File: src/rtl/pxs_pkg.sv
// Package: shared types for the pixel hit time capture cell.
// Assumes: nothing beyond IEEE 1800-2017.
package pxs_pkg;

    // Control state machine states
    typedef enum logic [1:0] {
        ST_IDLE  = 2'd0,
        ST_COUNT = 2'd1,
        ST_EMIT  = 2'd2
    } pxs_state_e;

    // Control bundle from the state machine to the datapath
    typedef struct packed {
        logic cap;   // copy crossing count into arrival-time register
        logic clr;   // restart duration counter
        logic en;    // advance duration counter
        logic emit;  // packet valid
    } pxs_ctrl_t;

endpackage

File: src/rtl/pxs_edge_det.sv
// Module: pxs_edge_det
// Registers the synchronous hit input and flags rising and falling edges
// of it against the previous sample.
// Assumes: hit_i is already synchronous to clk.
module pxs_edge_det (
    input  logic clk,
    input  logic rst_n,
    input  logic hit_i,
    output logic hit_q_o,
    output logic rise_o,
    output logic fall_o
);

    logic hit_q;

    // Keep the previous sample of the hit input
    always_ff @(posedge clk) begin
        if (!rst_n) hit_q <= 1'b0;
        else        hit_q <= hit_i;
    end

    // Edge flags against the previous sample
    always_comb begin
        rise_o  = hit_i & ~hit_q;
        fall_o  = ~hit_i & hit_q;
        hit_q_o = hit_q;
    end

endmodule

File: src/rtl/pxs_mask_cfg.sv
// Module: pxs_mask_cfg
// Holds the pixel mask bit. Writes land in a shadow register at once, but
// the effective mask follows the shadow only while the cell is idle and is
// frozen otherwise.
// Assumes: idle_i comes from a registered state.
module pxs_mask_cfg (
    input  logic clk,
    input  logic rst_n,
    input  logic we_i,
    input  logic wdata_i,
    input  logic idle_i,
    output logic mask_o
);

    logic shadow_q;
    logic held_q;

    // Shadow register: takes every write
    always_ff @(posedge clk) begin
        if (!rst_n)    shadow_q <= 1'b0;
        else if (we_i) shadow_q <= wdata_i;
    end

    // Effective mask: follows the shadow in idle, else the frozen copy
    always_comb begin
        mask_o = idle_i ? shadow_q : held_q;
    end

    // Frozen copy of the effective mask
    always_ff @(posedge clk) begin
        if (!rst_n) held_q <= 1'b0;
        else        held_q <= mask_o;
    end


    mask_frozen_chk: assert property (@(posedge clk) disable iff (!rst_n)
        (!idle_i && $past(!idle_i)) |-> $stable(mask_o));

endmodule

File: src/rtl/pxs_tot_ctr.sv
// Module: pxs_tot_ctr
// Duration counter. A clear restarts it (at 1 when enable is also high,
// so the onset sample counts). Enable advances it, saturating at all ones.
// Assumes: clear and enable come from the control state machine.
module pxs_tot_ctr #(
    parameter int TOT_W = 4
) (
    input  logic             clk,
    input  logic             rst_n,
    input  logic             clr_i,
    input  logic             en_i,
    output logic [TOT_W-1:0] cnt_o
);

    localparam logic [TOT_W-1:0] TOT_MAX = '1;
    localparam logic [TOT_W-1:0] TOT_ONE = TOT_W'(1);

    logic [TOT_W-1:0] cnt_q;

    // Restart, advance or hold the count
    always_ff @(posedge clk) begin
        if (!rst_n)                          cnt_q <= '0;
        else if (clr_i)                      cnt_q <= en_i ? TOT_ONE : '0;
        else if (en_i && cnt_q != TOT_MAX)   cnt_q <= cnt_q + TOT_ONE;
    end

    assign cnt_o = cnt_q;


    tot_no_wrap_chk: assert property (@(posedge clk) disable iff (!rst_n)
        (cnt_q == TOT_MAX && !clr_i) |=> cnt_q == TOT_MAX);

endmodule

File: src/rtl/pxs_toa_reg.sv
// Module: pxs_toa_reg
// Arrival-time register: copies the shared crossing count on the capture
// strobe and holds it otherwise.
// Assumes: bx_i is a free-running count synchronous to clk.
module pxs_toa_reg #(
    parameter int TS_W = 8
) (
    input  logic            clk,
    input  logic            rst_n,
    input  logic            cap_i,
    input  logic [TS_W-1:0] bx_i,
    output logic [TS_W-1:0] toa_o
);

    logic [TS_W-1:0] toa_q;

    // Copy the crossing count on capture
    always_ff @(posedge clk) begin
        if (!rst_n)     toa_q <= '0;
        else if (cap_i) toa_q <= bx_i;
    end

    assign toa_o = toa_q;

endmodule

File: src/rtl/pxs_ctrl_fsm.sv
// Module: pxs_ctrl_fsm
// Control state machine: idle -> count on a rising edge with the mask clear,
// count -> emit when the input drops, emit -> idle after one cycle. A rising
// edge seen while emitting is kept pending for one cycle.
// Assumes: mask_i is the effective (idle-gated) mask.
module pxs_ctrl_fsm
    import pxs_pkg::*;
(
    input  logic       clk,
    input  logic       rst_n,
    input  logic       hit_i,
    input  logic       rise_i,
    input  logic       mask_i,
    output pxs_ctrl_t  ctrl_o,
    output pxs_state_e state_o
);

    pxs_state_e state_q, state_d;
    logic       pend_q;
    logic       start;

    // Start a measurement from idle
    always_comb begin
        start = (state_q == ST_IDLE) && !mask_i && hit_i && (rise_i || pend_q);
    end

    // Next state and control outputs
    always_comb begin
        state_d = state_q;
        ctrl_o  = '0;
        unique case (state_q)
            ST_IDLE: begin
                if (start) begin
                    ctrl_o.cap = 1'b1;
                    ctrl_o.clr = 1'b1;
                    ctrl_o.en  = 1'b1;
                    state_d    = ST_COUNT;
                end
            end
            ST_COUNT: begin
                if (hit_i) ctrl_o.en = 1'b1;
                else       state_d   = ST_EMIT;
            end
            ST_EMIT: begin
                ctrl_o.emit = 1'b1;
                state_d     = ST_IDLE;
            end
            default: state_d = ST_IDLE;
        endcase
    end

    // State register
    always_ff @(posedge clk) begin
        if (!rst_n) state_q <= ST_IDLE;
        else        state_q <= state_d;
    end

    // Pending rising edge seen during the emit cycle
    always_ff @(posedge clk) begin
        if (!rst_n) pend_q <= 1'b0;
        else        pend_q <= (state_q == ST_EMIT) && rise_i;
    end

    assign state_o = state_q;


    masked_stays_idle_chk: assert property (@(posedge clk) disable iff (!rst_n)
        (state_q == ST_IDLE && mask_i) |=> state_q == ST_IDLE);


    emit_returns_idle_chk: assert property (@(posedge clk) disable iff (!rst_n)
        (state_q == ST_EMIT) |=> state_q == ST_IDLE);

endmodule

File: src/rtl/pixel_hit_stamp.sv
// Module: pixel_hit_stamp (top)
// Per-pixel hit time capture: arrival time copied from the shared crossing
// count at onset, duration counted while high, one-cycle packet at hit end.
// Mask bit gated into effect only while idle.
// Assumes: hit_i and bx_count_i are synchronous to clk.
module pixel_hit_stamp
    import pxs_pkg::*;
#(
    parameter int TS_W  = 8,
    parameter int TOT_W = 4
) (
    input  logic             clk,
    input  logic             rst_n,
    input  logic             hit_i,
    input  logic [TS_W-1:0]  bx_count_i,
    input  logic             cfg_we_i,
    input  logic             cfg_mask_i,
    output logic             pkt_valid_o,
    output logic [TS_W-1:0]  pkt_toa_o,
    output logic [TOT_W-1:0] pkt_tot_o
);

    logic       hit_q, rise, fall;
    logic       mask_eff;
    pxs_ctrl_t  ctrl;
    pxs_state_e state;

    pxs_edge_det u_edge (
        .clk     (clk),
        .rst_n   (rst_n),
        .hit_i   (hit_i),
        .hit_q_o (hit_q),
        .rise_o  (rise),
        .fall_o  (fall)
    );

    pxs_mask_cfg u_mask (
        .clk     (clk),
        .rst_n   (rst_n),
        .we_i    (cfg_we_i),
        .wdata_i (cfg_mask_i),
        .idle_i  (state == ST_IDLE),
        .mask_o  (mask_eff)
    );

    pxs_ctrl_fsm u_fsm (
        .clk     (clk),
        .rst_n   (rst_n),
        .hit_i   (hit_i),
        .rise_i  (rise),
        .mask_i  (mask_eff),
        .ctrl_o  (ctrl),
        .state_o (state)
    );

    pxs_toa_reg #(.TS_W(TS_W)) u_toa (
        .clk   (clk),
        .rst_n (rst_n),
        .cap_i (ctrl.cap),
        .bx_i  (bx_count_i),
        .toa_o (pkt_toa_o)
    );

    pxs_tot_ctr #(.TOT_W(TOT_W)) u_tot (
        .clk   (clk),
        .rst_n (rst_n),
        .clr_i (ctrl.clr),
        .en_i  (ctrl.en),
        .cnt_o (pkt_tot_o)
    );

    assign pkt_valid_o = ctrl.emit;


    valid_single_chk: assert property (@(posedge clk) disable iff (!rst_n)
        pkt_valid_o |=> !pkt_valid_o);


    valid_after_fall_chk: assert property (@(posedge clk) disable iff (!rst_n)
        (state == ST_COUNT && fall) |=> pkt_valid_o);


    count_while_high_chk: assert property (@(posedge clk) disable iff (!rst_n)
        (state == ST_COUNT) |-> hit_q);


    tot_nonzero_chk: assert property (@(posedge clk) disable iff (!rst_n)
        pkt_valid_o |-> pkt_tot_o != '0);


    reset_quiet_chk: assert property (@(posedge clk)
        !rst_n |=> !pkt_valid_o);

endmodule

File: config.mk
export PLATFORM = sky130hd
export DESIGN_NAME = pixel_hit_stamp
export DESIGN_NICKNAME = d
export VERILOG_FILES = /design/src/rtl/pxs_pkg.sv /design/src/rtl/pxs_edge_det.sv /design/src/rtl/pxs_mask_cfg.sv /design/src/rtl/pxs_tot_ctr.sv /design/src/rtl/pxs_toa_reg.sv /design/src/rtl/pxs_ctrl_fsm.sv /design/src/rtl/pixel_hit_stamp.sv
export SDC_FILE = /design/constraint.sdc
export NUM_CORES = 1
export LEC_CHECK = 0
export ABC_CLOCK_PERIOD_IN_PS = 4000
export BUFFER_PORTS_ARGS = -buffer_cell sky130_fd_sc_hd__buf_2
export CORE_MARGIN = 2
export CORE_UTILIZATION = 49
export DETAILED_ROUTE_END_ITERATION = 7
export GPL_TIMING_DRIVEN = 0
export PLACE_DENSITY = 0.77
export SLEW_MARGIN = 20
export SYNTH_ARGS = -nofsm -noshare
export SYNTH_HDL_FRONTEND = slang
export SYNTH_SLANG_ARGS = --single-unit
export TNS_END_PERCENT = 50
File: constraint.sdc
create_clock -name clk -period 4 [get_ports clk]
set_input_delay 0.6 -clock clk [delete_from_list [all_inputs] [get_ports clk]]
set_output_delay 0.6 -clock clk [all_outputs]
set_load 0.02 [all_outputs]
==> out/results.ini <==
[status]
outcome = finished clean

[sta]
report.final.hold_viol_count = 0
worstMarginPinSlew_ns = 0.389
fin_skew_ns = 0.00536
setup_slack_ns = 2.38
timing.fmax_mhz = 616
setup-tns-final_ns = 0
slew_violations = 0
fin_crit_ns = 1.62
finalCritPeriodShare_pct = 40.6
rsz0062_at_grt = false
slew_headroom_pct = 74.1
setup_viol = 0

[detailed_routing]
vias = 586
drc = 0
final_antenna_net_count = 0
routed_via_density = 5.19
wirelength_mm = 1.26
drtIter0Drc = 5
drt-pass1-iter-count = 2
wl_per_cell_um = 11.2

[grt]
first_global_vias = 568
grt_max_degree = 11
gr-total-overflow = 0
grtUsageTotal_pct = 16.3
antenna_found_initial = 0
grt_pass1_wl_mm = 2.21

[power]
p_leak_nw = 0.411
p_per_area_nw_per_um2 = 382
peakVddDrop_mv = 0.261
p_total_mw = 0.330

[synthesis]
syn-num-nets = 83
synth_compound_area_share_pct = 7.40
synth_top_family_by_area = simple AND/OR/NAND/NOR gates
synth_warnings = 0
synth_flop_cell = dfxtp_1
ys_seq_area_share_pct = 49.1
synth.cell_area_um2 = 693
synth-seq-cells = 17
ys_async_sr_fraction_pct = 0
synth_edf_count = 0
synth-simple-area-share_pct = 22.7
synth_area_per_cell_um2 = 10.0
synthMuxAreaShare_pct = 14.6
synth_xor_area_share_pct = 0
synth_cell_types = 26
synth_cells = 69
synth_fa_ha_area_share_pct = 1.81

[floorplanning]
die-area_um2 = 1730
rows = 13
dieHeight_um = 41.6
num_io_pins = 26
core_area_um2 = 1320
die_width_um = 41.6
start_util_pct = 52.6

[critical_path]
end_kind = output port
cp_max_fo = 5
required_ns = 3.40
critical_path.slowest_cell = dfxtp_1
critPathLaunchType = flip-flop
max_stage_delay_ns = 0.39
arrival_ns = 1.02
crit_chain = and2b_1 > buf_2
path_class = reg2out

[placement]
gp_congestion = 0.687
placed_cell_area_um2 = 837
pre_cts_ws_ns = 2.44
port_buffers = 25

[clock_tree]
post_cts_resized = 0
cts_tree = yes
clk_latency_ns = 0.28
cts_made_buffers = 3
h-tree-depth = 1
hold_buffers = 0
max-clock-path-buffers = 2
root_buffer = clkbuf_4
clk_pin_slew_ns = 0.10
cts_sinks = 17
post_cts_buffers = 0

[cells_and_area]
nets = 113
fin_area_um2 = 863
fin_util_pct = 65.5
drive_above_1_share_pct = 32.7
diodes = 0
final_cell_mix = buf_2 (25), dfxtp_1 (17), nor2_1 (10)
final_common_cell = buf_2
syn2layout_area_growth_pct = 24.5

[job]
drv_cap = 0

[min_path]
hold_class = reg2reg

-- power by group --
group | internal, mW | leakage (nW) | switching (mW)
registers | 0.178 | 0.139 | 0.00582
logic | 0.0254 | 0.257 | 0.0306
clock network | 0.0387 | 0.0150 | 0.0510
total | 0.242 | 0.411 | 0.0875
-- stage by stage --
stage          cells  hold slack (ns)
2_1_floorplan     69            0.419
3_3_place_gp     109            0.433
3_5_place_dp     109            0.442
4_1_cts          113            0.456
5_1_grt          113            0.472
6_report         113            0.449
-- registers in the layout, indices dropped and copies added (netlist names) --
name	cells
u_fsm.state_o	2
u_tot.cnt_o	4
u_edge.hit_q_o	1
u_mask.shadow_q	1
u_fsm.pend_q	1
u_toa.toa_o	8
-- synthesized netlist by cell type, types with 2 or more instances --
library cell,count,area [um2]
nor3b_1,2,15.0
dfxtp_1,17,340
nand3_1,4,20.0
a21oi_1,3,15.0
mux2i_1,9,90.1
nor3_1,3,15.0
inv_1,3,11.3
nor2_1,10,37.5
-- cell families after synthesis --
group                      count (synthesis)
AOI/OAI and AO/OA                          8
DFF                                       17
buffers and inverters                      5
muxes                                     10
adders and majority gates                  1
and+or+nand+nor                           28
-- metal layers --
| metal | track usage (%) | share of wire (%) |
|---|---|---|
| met1 | 18.6 | 47 |
| met2 | 28.1 | 46 |
| met3 | 5.22 | 6.3 |
| met4 | 5.81 | 0.63 |
| met5 | 0 | 0 |
-- final timing paths --
check | from | endpoint | slack, ns | depth (start not counted)
setup / recovery | u_fsm.state_o[0]$_SDFFE_PN0P_ | pkt_valid_o | 2.38 | 2
hold / removal | u_edge.hit_q_o$_SDFF_PN0_ | u_fsm.pend_q$_SDFF_PN0_ | 0.45 | 1
setup reg to reg | u_tot.cnt_o[0]$_SDFFE_PN0P_ | u_tot.cnt_o[3]$_SDFFE_PN0P_ | 2.50 | 5
hold reg to reg | u_edge.hit_q_o$_SDFF_PN0_ | u_fsm.pend_q$_SDFF_PN0_ | 0.45 | 1
-- final cells by class --
type                            count  area, um2
Clock buffer                        4       26.3
Inverter                            3       11.3
Tap cell                           15       18.8
Buffer                              2       18.8
Sequential cell                    17        340
Fill cell                         117        454
Timing Repair Buffer               25        125
Multi-Input combinational cell     47        323
-- critical path: cells and delay by family, from the launching register on --
kind | cells | cell delay [ns]
AND/OR/NAND/NOR | 1 | 0.20
flip-flops | 1 | 0.39
buffers and inverters | 1 | 0.15
Power figures use the tool's default switching activity.
